--- src/rtl/adc_seq_pkg.sv ---
package adc_seq_pkg;
  localparam int unsigned BUS_AW = 12;
  localparam logic [BUS_AW-1:0] OFS_SEL  = 12'h004;
  localparam logic [BUS_AW-1:0] OFS_CTRL = 12'h008;
  localparam logic [BUS_AW-1:0] OFS_CLK  = 12'h010;
  localparam logic [BUS_AW-1:0] OFS_RES  = 12'h048;
  localparam logic [31:0] SEL_KEEP_MASK = 32'h0000_02B4;
  localparam int unsigned CLK_EN_BIT = 8;
  localparam int unsigned CH_W = 2;

  typedef enum logic [1:0] {SAR_IDLE, SAR_SAMPLE, SAR_APPROX} sar_state_e;

  // smallest divisor that keeps the converter clock at or below the limit
  function automatic int unsigned calc_divisor(input int unsigned pclk_khz,
                                               input int unsigned max_khz);
    return pclk_khz / max_khz + 1;
  endfunction

  function automatic logic chan_valid(input logic [CH_W-1:0] code,
                                      input int unsigned nch);
    return int'(code) < nch;
  endfunction
endpackage

--- src/rtl/adc_clk_div.sv ---
module adc_clk_div #(
  parameter int unsigned DIV_W = 8
) (
  input  logic             clk,
  input  logic             rst_n,
  input  logic             en_i,
  input  logic             clr_i,
  input  logic [DIV_W-1:0] div_i,
  output logic             tick_o
);
  logic [DIV_W-1:0] cnt_q;
  logic [DIV_W-1:0] lim;

  // a divisor of zero behaves as one
  always_comb lim = (div_i == '0) ? '0 : div_i - 1'b1;

  assign tick_o = en_i && !clr_i && (cnt_q == lim);

  always_ff @(posedge clk or negedge rst_n) begin
    if (!rst_n)      cnt_q <= '0;
    else if (clr_i)  cnt_q <= '0;
    else if (en_i)   cnt_q <= tick_o ? '0 : cnt_q + 1'b1;
  end

  AST_TICK_SPACED: assert property (@(posedge clk) disable iff (!rst_n)
    tick_o |=> (!tick_o || lim == '0));
  AST_NO_TICK_DISABLED: assert property (@(posedge clk) disable iff (!rst_n)
    (!en_i && $past(!en_i)) |-> $stable(cnt_q));
endmodule

--- src/rtl/adc_sar_core.sv ---
module adc_sar_core import adc_seq_pkg::*; #(
  parameter int unsigned NCH   = 3,
  parameter int unsigned RES_W = 10
) (
  input  logic                 clk,
  input  logic                 rst_n,
  input  logic                 start_i,
  input  logic [CH_W-1:0]      chan_i,
  input  logic                 tick_i,
  input  logic [NCH*RES_W-1:0] samples_i,
  output logic                 busy_o,
  output logic                 done_o,
  output logic [RES_W-1:0]     result_o
);
  localparam int unsigned BIT_W = $clog2(RES_W);

  sar_state_e        state_q;
  logic [CH_W-1:0]   chan_q;
  logic [RES_W-1:0]  hold_q;
  logic [RES_W-1:0]  acc_q;
  logic [RES_W-1:0]  acc_next;
  logic [RES_W-1:0]  sample_sel;
  logic [BIT_W-1:0]  bit_q;

  // one successive-approximation decision: keep the trial bit if it fits
  function automatic logic [RES_W-1:0] sar_step(input logic [RES_W-1:0] acc,
                                                input logic [RES_W-1:0] hold,
                                                input logic [BIT_W-1:0] b);
    logic [RES_W-1:0] trial;
    trial = acc | (RES_W'(1) << b);
    return (hold >= trial) ? trial : acc;
  endfunction

  always_comb sample_sel = samples_i[int'(chan_q)*RES_W +: RES_W];
  always_comb acc_next   = sar_step(acc_q, hold_q, bit_q);

  assign busy_o   = (state_q != SAR_IDLE);
  assign done_o   = (state_q == SAR_APPROX) && tick_i && (bit_q == '0);
  assign result_o = acc_next;

  always_ff @(posedge clk or negedge rst_n) begin
    if (!rst_n) begin
      state_q <= SAR_IDLE;
      chan_q  <= '0;
      hold_q  <= '0;
      acc_q   <= '0;
      bit_q   <= '0;
    end else begin
      case (state_q)
        SAR_IDLE: if (start_i) begin
          state_q <= SAR_SAMPLE;
          chan_q  <= chan_i;
          acc_q   <= '0;
        end
        SAR_SAMPLE: if (tick_i) begin
          hold_q  <= sample_sel;
          bit_q   <= BIT_W'(RES_W - 1);
          state_q <= SAR_APPROX;
        end
        SAR_APPROX: if (tick_i) begin
          acc_q <= acc_next;
          if (bit_q == '0) state_q <= SAR_IDLE;
          else             bit_q   <= bit_q - 1'b1;
        end
        default: state_q <= SAR_IDLE;
      endcase
    end
  end

  AST_DONE_ENDS_BUSY: assert property (@(posedge clk) disable iff (!rst_n)
    done_o |=> !busy_o);
  AST_STALL_NO_TICK: assert property (@(posedge clk) disable iff (!rst_n)
    (busy_o && !tick_i) |=> (busy_o && $stable(acc_q)));
  AST_CHAN_IN_RANGE: assert property (@(posedge clk) disable iff (!rst_n)
    busy_o |-> chan_valid(chan_q, NCH));
endmodule

--- src/rtl/adc_seq_ctrl.sv ---
module adc_seq_ctrl import adc_seq_pkg::*; #(
  parameter int unsigned NCH         = 3,
  parameter int unsigned RES_W       = 10,
  parameter int unsigned DIV_W       = 8,
  parameter int unsigned PCLK_KHZ    = 100000,
  parameter int unsigned ADC_MAX_KHZ = 4500
) (
  input  logic                 clk,
  input  logic                 rst_n,
  input  logic                 bus_wr,
  input  logic                 bus_rd,
  input  logic [11:0]          bus_addr,
  input  logic [31:0]          bus_wdata,
  output logic [31:0]          bus_rdata,
  input  logic [NCH*RES_W-1:0] ain,
  output logic                 irq
);
  localparam int unsigned DIV_RST = calc_divisor(PCLK_KHZ, ADC_MAX_KHZ);
  localparam logic [DIV_W-1:0] DIV_INIT = DIV_W'(DIV_RST);

  logic [31:0]      sel_q;
  logic             pwr_q, err_q, clk_en_q, irq_q;
  logic [DIV_W-1:0] div_q;
  logic [RES_W-1:0] result_q;

  // named internal events
  logic wr_sel, wr_ctrl, wr_clk, rd_res;
  logic start_req, conv_start, conv_busy, conv_done, conv_tick;
  logic [CH_W-1:0]  chan_code, chan_eff;
  logic [RES_W-1:0] conv_result;

  assign wr_sel    = bus_wr && (bus_addr == OFS_SEL);
  assign wr_ctrl   = bus_wr && (bus_addr == OFS_CTRL);
  assign wr_clk    = bus_wr && (bus_addr == OFS_CLK);
  assign rd_res    = bus_rd && (bus_addr == OFS_RES);
  assign start_req = wr_ctrl && bus_wdata[1] && bus_wdata[2];
  assign conv_start = start_req && !conv_busy;

  assign chan_code = sel_q[5:4];
  assign chan_eff  = chan_valid(chan_code, NCH) ? chan_code : '0;

  adc_clk_div #(.DIV_W(DIV_W)) u_div (
    .clk(clk), .rst_n(rst_n), .en_i(clk_en_q), .clr_i(conv_start),
    .div_i(div_q), .tick_o(conv_tick)
  );

  adc_sar_core #(.NCH(NCH), .RES_W(RES_W)) u_sar (
    .clk(clk), .rst_n(rst_n), .start_i(conv_start), .chan_i(chan_eff),
    .tick_i(conv_tick), .samples_i(ain), .busy_o(conv_busy),
    .done_o(conv_done), .result_o(conv_result)
  );

  always_ff @(posedge clk or negedge rst_n) begin
    if (!rst_n) begin
      sel_q    <= '0;
      pwr_q    <= 1'b0;
      err_q    <= 1'b0;
      clk_en_q <= 1'b1;
      div_q    <= DIV_INIT;
      result_q <= '0;
      irq_q    <= 1'b0;
    end else begin
      if (wr_sel) begin
        sel_q <= bus_wdata & SEL_KEEP_MASK;
        err_q <= !chan_valid(bus_wdata[5:4], NCH);
      end
      if (wr_ctrl) pwr_q <= bus_wdata[2];
      if (wr_clk) begin
        div_q    <= bus_wdata[DIV_W-1:0];
        clk_en_q <= bus_wdata[CLK_EN_BIT];
      end
      if (conv_done) result_q <= conv_result;
      if (conv_done)   irq_q <= 1'b1;   // completion wins over a clearing read
      else if (rd_res) irq_q <= 1'b0;
    end
  end

  assign irq = irq_q;

  always_comb begin
    bus_rdata = '0;
    case (bus_addr)
      OFS_SEL:  bus_rdata = sel_q;
      OFS_CTRL: bus_rdata = {27'b0, err_q, conv_busy, pwr_q, 2'b00};
      OFS_CLK:  bus_rdata = 32'(div_q) | (32'(clk_en_q) << CLK_EN_BIT);
      OFS_RES:  bus_rdata = 32'(result_q);
      default:  bus_rdata = '0;
    endcase
  end

  AST_START_NEEDS_POWER: assert property (@(posedge clk) disable iff (!rst_n)
    $rose(conv_busy) |-> $past(start_req));
  AST_IRQ_ON_DONE: assert property (@(posedge clk) disable iff (!rst_n)
    conv_done |=> irq);
  AST_IRQ_READ_CLEAR: assert property (@(posedge clk) disable iff (!rst_n)
    (rd_res && !conv_done) |=> !irq);
  AST_STROBE_READS_ZERO: assert property (@(posedge clk) disable iff (!rst_n)
    (bus_rd && bus_addr == OFS_CTRL) |-> !bus_rdata[1]);
  AST_ERR_ON_CODE3: assert property (@(posedge clk) disable iff (!rst_n)
    (wr_sel && bus_wdata[5:4] == 2'd3) |=> bus_rdata[4] || bus_addr != OFS_CTRL);
  AST_RESULT_HIGH_ZERO: assert property (@(posedge clk) disable iff (!rst_n)
    rd_res |-> (bus_rdata[31:RES_W] == '0));
endmodule

--- config.mk ---
export PLATFORM = sky130hd
export DESIGN_NAME = adc_seq_ctrl
export DESIGN_NICKNAME = d
export VERILOG_FILES = /design/src/rtl/adc_seq_pkg.sv /design/src/rtl/adc_clk_div.sv /design/src/rtl/adc_sar_core.sv /design/src/rtl/adc_seq_ctrl.sv
export SDC_FILE = /design/constraint.sdc
export NUM_CORES = 1
export LEC_CHECK = 0
export ABC_AREA = 0
export BUFFER_PORTS_ARGS = -buffer_cell sky130_fd_sc_hd__buf_2
export CELL_PAD_IN_SITES_DETAIL_PLACEMENT = 1
export CELL_PAD_IN_SITES_GLOBAL_PLACEMENT = 2
export CORE_ASPECT_RATIO = 0.5
export CORE_MARGIN = 4
export CORE_UTILIZATION = 32
export CTS_CLUSTER_DIAMETER = 80
export DETAILED_ROUTE_END_ITERATION = 8
export PLACE_DENSITY_LB_ADDON = 0.1
export SYNTH_ARGS = -nofsm -noshare
export SYNTH_HDL_FRONTEND = slang
export SYNTH_SLANG_ARGS = --single-unit
--- constraint.sdc ---
create_clock -name clk -period 3.8 [get_ports clk]
set_clock_uncertainty 0.1 [all_clocks]
set_input_delay 0 -clock clk [delete_from_list [all_inputs] [get_ports clk]]
set_output_delay 0 -clock clk [all_outputs]
set_load 0.01 [all_outputs]
==> metrics.yaml <==
synth.ff_latch_count: 63
yosysWarningCount: 0
rsz0062_at_grt: "no"
max-cap-violations: 0
gp_congestion: 0.7466
final_hold_viol_count: 0
dr.first_iter.drc_count: 152
slew_violations: 0
clk_latency_ns: 0.34
cts_setup_buffers: 0
max_freq_ghz: 0.2888
portBuffers: 66
grt_pass1_vias: 3660
nets: 608
synth_cell_types: 59
cts.clk_slew.worst_paths_ns: 0.06
dp_hpwl_mm: 8.233
max-slew-margin-rel_pct: 46.81
cp_top_family: "simple AND/OR/NAND/NOR gates"
status: "finished clean"
fp.dieH_um: 87.31
cp-end-kind: "register"
antenna_found_initial: 0
min_period_over_period_pct: 91.11
cts_made_buffers: 9
multiInputGateArea_sq_mm: 0.002211
wirelength_mm: 11.11
die_width_um: 166.6
dp.cells: 640
r2r-start: "div_q[0]$_DFFE_PN1P_"
antenna_cells: 0
cts.sinks: 63
final_cells: 683
grt_start_max_net_pins: 42
critPathBufInv: 3
io_pins: 111
drt_pass1_iterations: 5
cts_root_buf: "clkbuf_16"
ant_nets: 0
grt.total_usage_pct: 16.06
crit_chain: "inv_1 > ha_1 > buf_4 > xor2_1 > and3_1 > o311ai_0 > o311ai_0 > buf_4 > and4_1 > or4b_2 > a31oi_1"
vdd_drop_max_mv: 0.2189
power.leakage_nw: 2.458
drive_gt1_share_pct: 25.29
fp.coreArea_sq_mm: 0.01205
tightest_slew_ns: 0.7950
critical_path_class: "register to register"
cellPowerDensity_mw_per_mm2: 354.0
nFillCells: 1410
arrival_ns: 3.60
clockBufferDepth: 2
grt_first_pass_wirelength_mm: 18.90
path_max_fanout: 11
dieArea_sq_mm: 0.01455
syn_avg_cell_area_sq_um: 9.606
slowest_delay_ns: 0.68
vias: 3426
synth_cells: 419
initial_core_util_pct: 33.40
grt-ovfl-total: 0
period_minus_slack_ns: 3.462
syn-cell-area_sq_mm: 0.004025
drc: 0
cts_tree: "done"
row_count: 28
min_from: "ain[7]"
setup_violations: 0
register_area_sq_mm: 0.001583
wl_per_cell_um: 16.26
crit_required_ns: 3.94
cp_slowest_cell: "or4b_2"
areaGrowthSynthToFinish_pct: 26.36
async_flop_share_pct: 100.0
cts_max_level: 3
final.setup.tns_ns: 0
start_kind: "register"
seq_area_frac_synth_pct: 39.32
synth_ff_type: "dfrtp_1"
viasPerCell: 5.016
min_path_type: "input pin to register"
synth_edf_count: 0
critPathLaunch: "div_q[0]$_DFFE_PN1P_"
-- metal layers --
metal / GRT usage (%) / wire (um) / up-vias
li1: - / - / 1676
met1: 21.44 / 5462 / 1678
met2: 26.78 / 5128 / 68
met3: 4.714 / 500 / 4
met4: 2.227 / 16 / 0
met5: 0 / 0 / -
-- placed cells by master (no fill, tap or decap), types with 3 or more instances in the layout --
cell           netlist  layout
ha_1                17      17
buf_4               23       8
o21ai_0             34      34
nor3_1               7       7
dfrtp_1             58      58
nand3b_1             4       4
mux2i_1             16      16
nand4b_1             3       3
clkbuf_16            0       9
a31oi_1              9       9
conb_1               1      22
a222oi_1             4       4
nor4_1               4       4
mux2_2              26      26
nand4_1              5       5
or3_1                4       4
nor2b_1              6       6
nand2_1             41      41
buf_2                2      66
inv_1               15      15
and3_1               6       6
nor2_1              12      12
bufinv_16            0       3
o311ai_0             3       3
dlygate4sd3_1        0      27
a21o_1               4       4
nand3_1             14      14
a22o_1               5       5
nand2b_1            18      18
dfstp_2              5       5
a21oi_1             18      18
mux2_4               4       4
-- state kept, by name, summed over array words and instances, names as in the netlist --
| name | count |
|---|---|
| pwr_q | 1 |
| irq | 1 |
| u_sar.acc_q | 10 |
| div_q | 8 |
| sel_q | 5 |
| u_sar.chan_q | 2 |
| u_div.cnt_q | 8 |
| err_q | 1 |
| u_sar.state_q | 2 |
| u_sar.bit_q | 4 |
| u_sar.hold_q | 10 |
| result_q | 10 |
| clk_en_q | 1 |
-- cells by family after synthesis --
family | share of synthesized area, %
simple gates | 19.09
compound gates | 15.11
flops | 39.32
buf+inv | 7.709
mux | 12.74
fa+ha+maj | 5.284
xor+xnor | 0.6529
other cells | 0.09317
-- layout make-up --
class | count | area share (%)
Inverter | 15 | 1.107
Tap cell | 165 | 4.059
Clock inverter | 5 | 2.091
Clock buffer | 11 | 4.772
Sequential cell | 63 | 31.12
Multi-Input combinational cell | 322 | 43.47
Timing Repair Buffer | 102 | 13.38
-- worst min-delay path, stage by stage --
cell	delay [ns]
buf_2	0.07
mux2i_1	0.05
o21ai_0	0.15
mux2_2	0.14
-- report_power, final --
group	internal, mW	leakage, nW	total [mW]	switching, mW
Combinational	0.0698	1.55	0.139	0.0692
Sequential	0.678	0.743	0.690	0.0121
Clock	0.660	0.166	0.972	0.312
-- cell usage after synthesis (5+ instances only) --
master / number / area share [%]
nor3_1: 7 / 0.87
mux2_2: 26 / 7.3
nand3_1: 14 / 1.7
dfstp_2: 5 / 3.3
o21ai_0: 34 / 4.2
a31oi_1: 9 / 1.4
buf_4: 23 / 4.3
dfrtp_1: 58 / 36
a22o_1: 5 / 1.1
nor2b_1: 6 / 0.93
nand2b_1: 18 / 2.8
and3_1: 6 / 0.93
inv_1: 15 / 1.4
nand4_1: 5 / 0.78
mux2i_1: 16 / 4.0
nor2_1: 12 / 1.1
nand2_1: 41 / 3.8
ha_1: 17 / 5.3
a21oi_1: 18 / 2.2
clkbuf_1: 12 / 1.1
-- what timing repair did --
| item | in CTS | in global routing |
|---|---|---|
| resized for setup | 0 | 0 |
| hold buffers | 27 | 0 |
| endpoints found under the hold margin | 49 | 0 |
-- worst paths after layout --
path	endpoint	slack (ns)	cells past startpoint
worst max-delay path	u_div.cnt_q[6]$_DFFE_PN0P_	0.34	11
worst min-delay path	u_sar.hold_q[7]$_DFFE_PN0P_	0.009	4
worst max register to register	u_div.cnt_q[6]$_DFFE_PN0P_	0.34	11
worst min register to register	irq$_DFFE_PN0P_	0.36	2
max in group asynchronous	clk_en_q$_DFFE_PN1P_	2.56	3
min in group asynchronous	u_sar.hold_q[5]$_DFFE_PN0P_	0.07	2
-- stage by stage --
step	hold slack, ns	util (%)	total power [mW]	cell area, sq um	worst slack [ns]
global route	0.01871	42.20	1.880	5086	0.1592
detailed placement	-0.08519	37.06	0.8208	4467	0.3227
global placement	-0.08119	37.06	0.8190	4467	0.4133
floorplan	-0.3956	-	0.7762	4104	0.6483
finish	0.008793	42.20	1.801	5086	0.3378
CTS	0.008448	42.20	1.828	5086	0.2928
No activity file was read; power rests on OpenSTA's default activity.
